## config.mk

```make
export PLATFORM = sky130hd
export DESIGN_NAME = rtc_counter
export DESIGN_NICKNAME = d
export VERILOG_FILES = /design/src/rtl/rtc_counter_pkg.sv /design/src/rtl/rtc_counter_regs.sv /design/src/rtl/rtc_counter_core.sv /design/src/rtl/rtc_counter_flags.sv /design/src/rtl/rtc_counter.sv
export SDC_FILE = /design/constraint.sdc
export NUM_CORES = 1
export LEC_CHECK = 0
export BUFFER_PORTS_ARGS = -buffer_cell sky130_fd_sc_hd__buf_2
export CAP_MARGIN = 40
export CORE_MARGIN = 2
export CORE_UTILIZATION = 44
export DETAILED_ROUTE_END_ITERATION = 6
export PLACE_DENSITY = 0.67
export SYNTH_ARGS = -nofsm -noshare
export SYNTH_HDL_FRONTEND = slang
export SYNTH_SLANG_ARGS = --single-unit
```

## constraint.sdc

```tcl
create_clock -name clk -period 3 [get_ports clk]
set_input_delay 0.6 -clock clk [delete_from_list [all_inputs] [get_ports clk]]
set_output_delay 0.6 -clock clk [all_outputs]
set_load 0.03 [all_outputs]
```

## src/rtl/rtc_counter_pkg.sv

```systemverilog
package rtc_counter_pkg;

    localparam int ADDR_W   = 6;
    localparam int SRC_TICK = 0;
    localparam int SRC_OVF  = 1;
    localparam int SRC_CMP0 = 2;

    typedef enum logic [ADDR_W-1:0] {
        A_START     = 6'h00,
        A_STOP      = 6'h01,
        A_CLEAR     = 6'h02,
        A_FLAG_TICK = 6'h04,
        A_FLAG_OVF  = 6'h05,
        A_FLAG_CMP0 = 6'h06,
        A_IEN_SET   = 6'h0C,
        A_IEN_CLR   = 6'h0D,
        A_EEN_SET   = 6'h0E,
        A_EEN_CLR   = 6'h0F,
        A_PRESC     = 6'h10,
        A_COUNT     = 6'h11,
        A_CMP0      = 6'h14
    } reg_addr_e;

    typedef struct packed {
        logic start;
        logic stop;
        logic clear;
    } task_req_t;

    function automatic int max2(int a, int b);
        return (a > b) ? a : b;
    endfunction

endpackage

```

## src/rtl/rtc_counter_regs.sv

```systemverilog
module rtc_counter_regs
    import rtc_counter_pkg::*;
#(
    parameter int PRE_W   = 12,
    parameter int CNT_W   = 24,
    parameter int NUM_CMP = 4,
    parameter int NSRC    = 6,
    parameter int DATA_W  = 24
) (
    input  logic                            clk,
    input  logic                            rst,
    input  logic                            bus_req,
    input  logic                            bus_we,
    input  logic [ADDR_W-1:0]               bus_addr,
    input  logic [DATA_W-1:0]               bus_wdata,
    input  logic                            running,
    input  logic [CNT_W-1:0]                count,
    input  logic [NSRC-1:0]                 flags,
    output task_req_t                       tasks,
    output logic [NSRC-1:0]                 flag_clr,
    output logic [PRE_W-1:0]                presc,
    output logic [NUM_CMP-1:0][CNT_W-1:0]   cmp_val,
    output logic [NSRC-1:0]                 irq_en,
    output logic [NSRC-1:0]                 evt_en,
    output logic [DATA_W-1:0]               bus_rdata,
    output logic                            bus_rvalid
);

    logic              wr;
    logic [DATA_W-1:0] rd_mux;

    assign wr = bus_req && bus_we;

    // Task strobes and flag clears are single-cycle decodes of a write.
    always_comb begin
        tasks    = '0;
        flag_clr = '0;
        if (wr && bus_wdata[0]) begin
            tasks.start = (bus_addr == A_START);
            tasks.stop  = (bus_addr == A_STOP);
            tasks.clear = (bus_addr == A_CLEAR);
        end
        if (wr && !bus_wdata[0]) begin
            flag_clr[SRC_TICK] = (bus_addr == A_FLAG_TICK);
            flag_clr[SRC_OVF]  = (bus_addr == A_FLAG_OVF);
            for (int c = 0; c < NUM_CMP; c++)
                flag_clr[SRC_CMP0+c] = (bus_addr == ADDR_W'(A_FLAG_CMP0 + c));
        end
    end

    always_ff @(posedge clk) begin
        if (rst) begin
            presc   <= '0;
            cmp_val <= '0;
            irq_en  <= '0;
            evt_en  <= '0;
        end else if (wr) begin
            case (bus_addr)
                A_IEN_SET: irq_en <= irq_en | bus_wdata[NSRC-1:0];
                A_IEN_CLR: irq_en <= irq_en & ~bus_wdata[NSRC-1:0];
                A_EEN_SET: evt_en <= evt_en | bus_wdata[NSRC-1:0];
                A_EEN_CLR: evt_en <= evt_en & ~bus_wdata[NSRC-1:0];
                A_PRESC:   if (!running) presc <= bus_wdata[PRE_W-1:0];
                default: ;
            endcase
            for (int c = 0; c < NUM_CMP; c++)
                if (bus_addr == ADDR_W'(A_CMP0 + c))
                    cmp_val[c] <= bus_wdata[CNT_W-1:0];
        end
    end

    always_comb begin
        rd_mux = '0;
        case (bus_addr)
            A_FLAG_TICK:          rd_mux[0]          = flags[SRC_TICK];
            A_FLAG_OVF:           rd_mux[0]          = flags[SRC_OVF];
            A_IEN_SET, A_IEN_CLR: rd_mux[NSRC-1:0]   = irq_en;
            A_EEN_SET, A_EEN_CLR: rd_mux[NSRC-1:0]   = evt_en;
            A_PRESC:              rd_mux[PRE_W-1:0]  = presc;
            A_COUNT:              rd_mux[CNT_W-1:0]  = count;
            default: ;
        endcase
        for (int c = 0; c < NUM_CMP; c++) begin
            if (bus_addr == ADDR_W'(A_FLAG_CMP0 + c)) rd_mux[0] = flags[SRC_CMP0+c];
            if (bus_addr == ADDR_W'(A_CMP0 + c))      rd_mux[CNT_W-1:0] = cmp_val[c];
        end
    end

    always_ff @(posedge clk) begin
        if (rst) begin
            bus_rvalid <= 1'b0;
            bus_rdata  <= '0;
        end else begin
            bus_rvalid <= bus_req && !bus_we;
            if (bus_req && !bus_we) bus_rdata <= rd_mux;
        end
    end

endmodule

```

## src/rtl/rtc_counter_core.sv

```systemverilog
module rtc_counter_core
    import rtc_counter_pkg::*;
#(
    parameter int PRE_W   = 12,
    parameter int CNT_W   = 24,
    parameter int NUM_CMP = 4,
    parameter int NSRC    = 6
) (
    input  logic                            clk,
    input  logic                            rst,
    input  logic                            tick_en,
    input  task_req_t                       tasks,
    input  logic [PRE_W-1:0]                presc,
    input  logic [NUM_CMP-1:0][CNT_W-1:0]   cmp_val,
    output logic                            running,
    output logic [CNT_W-1:0]                count,
    output logic [NSRC-1:0]                 step_evt
);

    logic [PRE_W-1:0] div_q;
    logic             div_wrap;
    logic             step;
    logic [CNT_W-1:0] count_next;

    assign div_wrap   = (div_q == presc);
    assign step       = running && tick_en && div_wrap && !(tasks.start || tasks.stop || tasks.clear);
    assign count_next = count + CNT_W'(1);

    always_ff @(posedge clk) begin
        if (rst)                             div_q <= '0;
        else if (tasks.start || tasks.clear) div_q <= '0;
        else if (running && tick_en)         div_q <= div_wrap ? '0 : div_q + PRE_W'(1);
    end

    always_ff @(posedge clk) begin
        if (rst)              running <= 1'b0;
        else if (tasks.stop)  running <= 1'b0;
        else if (tasks.start) running <= 1'b1;
    end

    always_ff @(posedge clk) begin
        if (rst)              count <= '0;
        else if (tasks.clear) count <= '0;
        else if (step)        count <= count_next;
    end

    assign step_evt[SRC_TICK] = step;
    assign step_evt[SRC_OVF]  = step && (count == '1);

    for (genvar c = 0; c < NUM_CMP; c++) begin : g_cmp
        assign step_evt[SRC_CMP0+c] = step && (count_next == cmp_val[c]);
    end

endmodule

```

## src/rtl/rtc_counter_flags.sv

```systemverilog
module rtc_counter_flags #(
    parameter int NSRC = 6
) (
    input  logic            clk,
    input  logic            rst,
    input  logic [NSRC-1:0] step_evt,
    input  logic [NSRC-1:0] flag_clr,
    input  logic [NSRC-1:0] irq_en,
    input  logic [NSRC-1:0] evt_en,
    output logic [NSRC-1:0] flags,
    output logic            irq,
    output logic [NSRC-1:0] evt_out
);

    always_ff @(posedge clk) begin
        if (rst) begin
            flags   <= '0;
            evt_out <= '0;
        end else begin
            flags   <= (flags & ~flag_clr) | step_evt;
            evt_out <= step_evt & evt_en;
        end
    end

    assign irq = |(flags & irq_en);

endmodule

```

## src/rtl/rtc_counter.sv

```systemverilog
module rtc_counter
    import rtc_counter_pkg::*;
#(
    parameter int  PRE_W   = 12,
    parameter int  CNT_W   = 24,
    parameter int  NUM_CMP = 4,
    localparam int NSRC    = 2 + NUM_CMP,
    localparam int DATA_W  = max2(CNT_W, PRE_W)
) (
    input  logic              clk,
    input  logic              rst,
    input  logic              tick_en,
    input  logic              bus_req,
    input  logic              bus_we,
    input  logic [ADDR_W-1:0] bus_addr,
    input  logic [DATA_W-1:0] bus_wdata,
    output logic [DATA_W-1:0] bus_rdata,
    output logic              bus_rvalid,
    output logic              irq,
    output logic [NSRC-1:0]   evt_out
);

    task_req_t                     tasks;
    logic [NSRC-1:0]               flag_clr;
    logic [PRE_W-1:0]              presc;
    logic [NUM_CMP-1:0][CNT_W-1:0] cmp_val;
    logic [NSRC-1:0]               irq_en;
    logic [NSRC-1:0]               evt_en;
    logic                          running;
    logic [CNT_W-1:0]              count;
    logic [NSRC-1:0]               step_evt;
    logic [NSRC-1:0]               flags;
    logic                          clear_req;

    assign clear_req = tasks.clear;

    rtc_counter_regs #(
        .PRE_W(PRE_W), .CNT_W(CNT_W), .NUM_CMP(NUM_CMP), .NSRC(NSRC), .DATA_W(DATA_W)
    ) regs_i (
        .clk(clk), .rst(rst),
        .bus_req(bus_req), .bus_we(bus_we), .bus_addr(bus_addr), .bus_wdata(bus_wdata),
        .running(running), .count(count), .flags(flags),
        .tasks(tasks), .flag_clr(flag_clr), .presc(presc), .cmp_val(cmp_val),
        .irq_en(irq_en), .evt_en(evt_en),
        .bus_rdata(bus_rdata), .bus_rvalid(bus_rvalid)
    );

    rtc_counter_core #(
        .PRE_W(PRE_W), .CNT_W(CNT_W), .NUM_CMP(NUM_CMP), .NSRC(NSRC)
    ) core_i (
        .clk(clk), .rst(rst), .tick_en(tick_en), .tasks(tasks),
        .presc(presc), .cmp_val(cmp_val),
        .running(running), .count(count), .step_evt(step_evt)
    );

    rtc_counter_flags #(
        .NSRC(NSRC)
    ) flags_i (
        .clk(clk), .rst(rst), .step_evt(step_evt), .flag_clr(flag_clr),
        .irq_en(irq_en), .evt_en(evt_en),
        .flags(flags), .irq(irq), .evt_out(evt_out)
    );

endmodule

```

==> results.md <==
* Worst endpoint required time at roughly 3.4 ns
* Die Y at approximately 170 um
* Gr usage total at roughly 33%
* Met2 wire len at 19500 um
* CTS tree: done
* Arrival @ worst endpoint at about 3.3 ns
* Root Buffer Master: clkbuf_16
* Clock Path Buffers at 2
* Pleak at 0.00468 uW
* Hold_buf cts at 0
* Top layer in use: met4
* Met3 WL at 4710 um
* Most frequent cell after synthesis: nand2_1
* Synthesized cell area at 11400 sq um
* Synth area leaders: dfxtp_1 (34%), nand2_1 (8.2%), xnor2_1 (7.4%)
* Clock Pin Slew Worst Setup and Hold Paths at 0.08 ns
* Outcome: finished, violations left
* Min-delay worst type: input port to register
* Max Slew Vio Count at 0
* # IOs at between 60 and 70
* Post-synth EDFFs at 0
* Main synth FF type: dfxtp_1
* Synth Net Count at 1487
* Synthesized area per cell at between 7 and 8 sq um
* Buffers added on ports at 66
* Nets@finish at 1560
* Min-delay src: bus_wdata[12]
* Tmin final at 2.90 ns
* Post-synth top area share at roughly 34%
* TritonCTS buffer count at 17
* CP Launch Type: register
* Power Density at 405 nW/um^2
* Die Wd at between 150 and 200 um
* Post-synthesis register bit count at about 190
* Hold Slack at ~0.42 ns
* RSZ-0062 raised after global routing: no
* Cell row count at just under 60
* Final RePlAce weighted congestion at 1.02
* CP Capture Type: register
* CTS sink count at a little under 200
* Gate Count Post-Synth at 1450
* Post-synth ARST share at 0%
* CP max FO at 7
* Worst Tran Pin Value at around 0.88 ns
* P&R area growth vs syn at 15.6%
* Failing checks: design-rule violations
* Residual DRC count at 4
* YS warnings at 0
* Total Wirelength at 44600 um
* Leading area contributor after synthesis: dfxtp_1
* Critical setup path kind: register to register
* ANT nets after route at 0
* Final hold viol count at 0
* DR vias at 11800
* Tcrit/Tclk final at ~97%
* Worst Clk Skew at 0.0263 ns
* Antenna violations before repair at 1
* Global-route wire length before repair at 66700 um
* Register area share after synthesis at 34.0%
* Pin count of the biggest net entering global routing at 156
* Worst IR drop on VDD at 328 uV
* DPL Wire Length at 33400 um
* Crit. Startpoint: core_i.count[1]
* Met1 wire length at 18600 um
* WL/cell at 23.9 um
* Clock H-tree levels at 4
* Initial Util at 45.1%
* Cell variety after synth at 76
* Commonest cells in the netlist: nand2_1 (250), dfxtp_1 (194), a21oi_1 (128)
* Die area at 27200 sq um
* Clock Latency Late Sink at 0.45 ns
* GR Overflow Total at 0
* Setup TNS at 0 ns
* 1st-iter DRT viols at 1547
* Final setup fails at 0
* Core Area at around 25000 sq um
* Post-DR vias/cell at 6.32
* First-pass DRT Iterations at 7
* Maximum clock frequency at 345 MHz
* Max Cap Viol at 0
* Reg2reg start: core_i.count[1]
* Share of cells above drive strength 1 at approximately 16%
* Max_slew headroom at 40.8%
* Vias in the first global route at 10800
-- layer usage --
layer	track usage (%)	up-vias
met5	0	-
met4	13.9	0
met3	6.67	96
met2	49.7	663
met1	45.8	5705
li1	-	5343
-- sequential cells by signal, indices dropped and copies added (netlist names), named ones only --
| name | count |
|---|---|
| core_i.count | 24 |
| core_i.div_q | 12 |
| core_i.running | 1 |
| flags_i.evt_out | 6 |
| flags_i.flags | 6 |
| regs_i.bus_rdata | 24 |
| regs_i.bus_rvalid | 1 |
| regs_i.cmp_val | 96 |
| regs_i.presc | 12 |
-- repair_timing --
action / in CTS / in global routing
endpoints found under the setup margin: 0 / 3
gates resized for setup: 0 / 8
setup buffers: 0 / 1
-- cells by family after synthesis --
family / synth area share [%]
flip-flops: 34.0
multiplexers: 1.93
XOR/XNOR: 12.9
buffers and inverters: 5.09
adder cells (fa/ha/maj): 0.219
AO/OA/AOI/OAI: 19.6
AND/OR/NAND/NOR: 26.2
-- layout by cell type, fill, tap and decap left out, types with 20 or more instances in the layout --
master      n
nand4_1    31
a21oi_1   128
buf_4     109
buf_2      65
xor2_1     41
a221oi_1   23
a22oi_1    22
o21ai_0    34
nand3_1    42
nor2_1    111
xnor2_1    96
inv_1      20
dfxtp_1   193
nand2_1   250
mux2i_1    22
-- path summary, 6_finish.rpt --
path,end,slack [ns],cells past startpoint
max,flags_i.flags[3],0.1,8
max reg2reg,flags_i.flags[3],0.1,8
min,regs_i.cmp_val[60],0.42,3
min reg2reg,regs_i.cmp_val[24],0.48,2
-- metrics by stage --
stage / cells / utilization, % / setup slack (ns) / instance area (sq um) / total power (uW)
after detailed placement: 1832 / 49.4 / 0.0893 / 12500 / 2970
after global routing: 1866 / 52.1 / 0.0256 / 13200 / 5480
after global placement: 1832 / 49.4 / 0.0426 / 12500 / 2970
after floorplan: 1450 / - / 0.172 / 11400 / 2840
after CTS: 1864 / 51.9 / 0.0673 / 13100 / 5350
final: 1867 / 52.1 / 0.0984 / 13200 / 5340
-- cell type report --
cell class	count	area (sq um)
sequential	194	3880
inverter	22	82.6
tap	330	413
antenna	1	2.50
clock buffer	17	425
timing repair buffer	176	1180
multi-input combinational	1112	7010
clock inverter	15	186
fill	2433	12100
-- critical path: stages, from the launching register on --
cell and delay, ns:
dfxtp_1 0.34, ha_2 0.23, nand4_4 0.17, or4_4 0.64, o21ai_1 0.16, o2111ai_1 0.11, or4_1 0.53, or4_4 0.56
o21ai_2 0.11
-- where the power goes --
group	switching (uW)	internal, uW	leakage [uW]	total (uW)
clock	1220	1210	0.000297	2430
combinational	219	85.8	0.00282	305
sequential	14.8	2590	0.00157	2610
(Power assumes the default switching activity.)
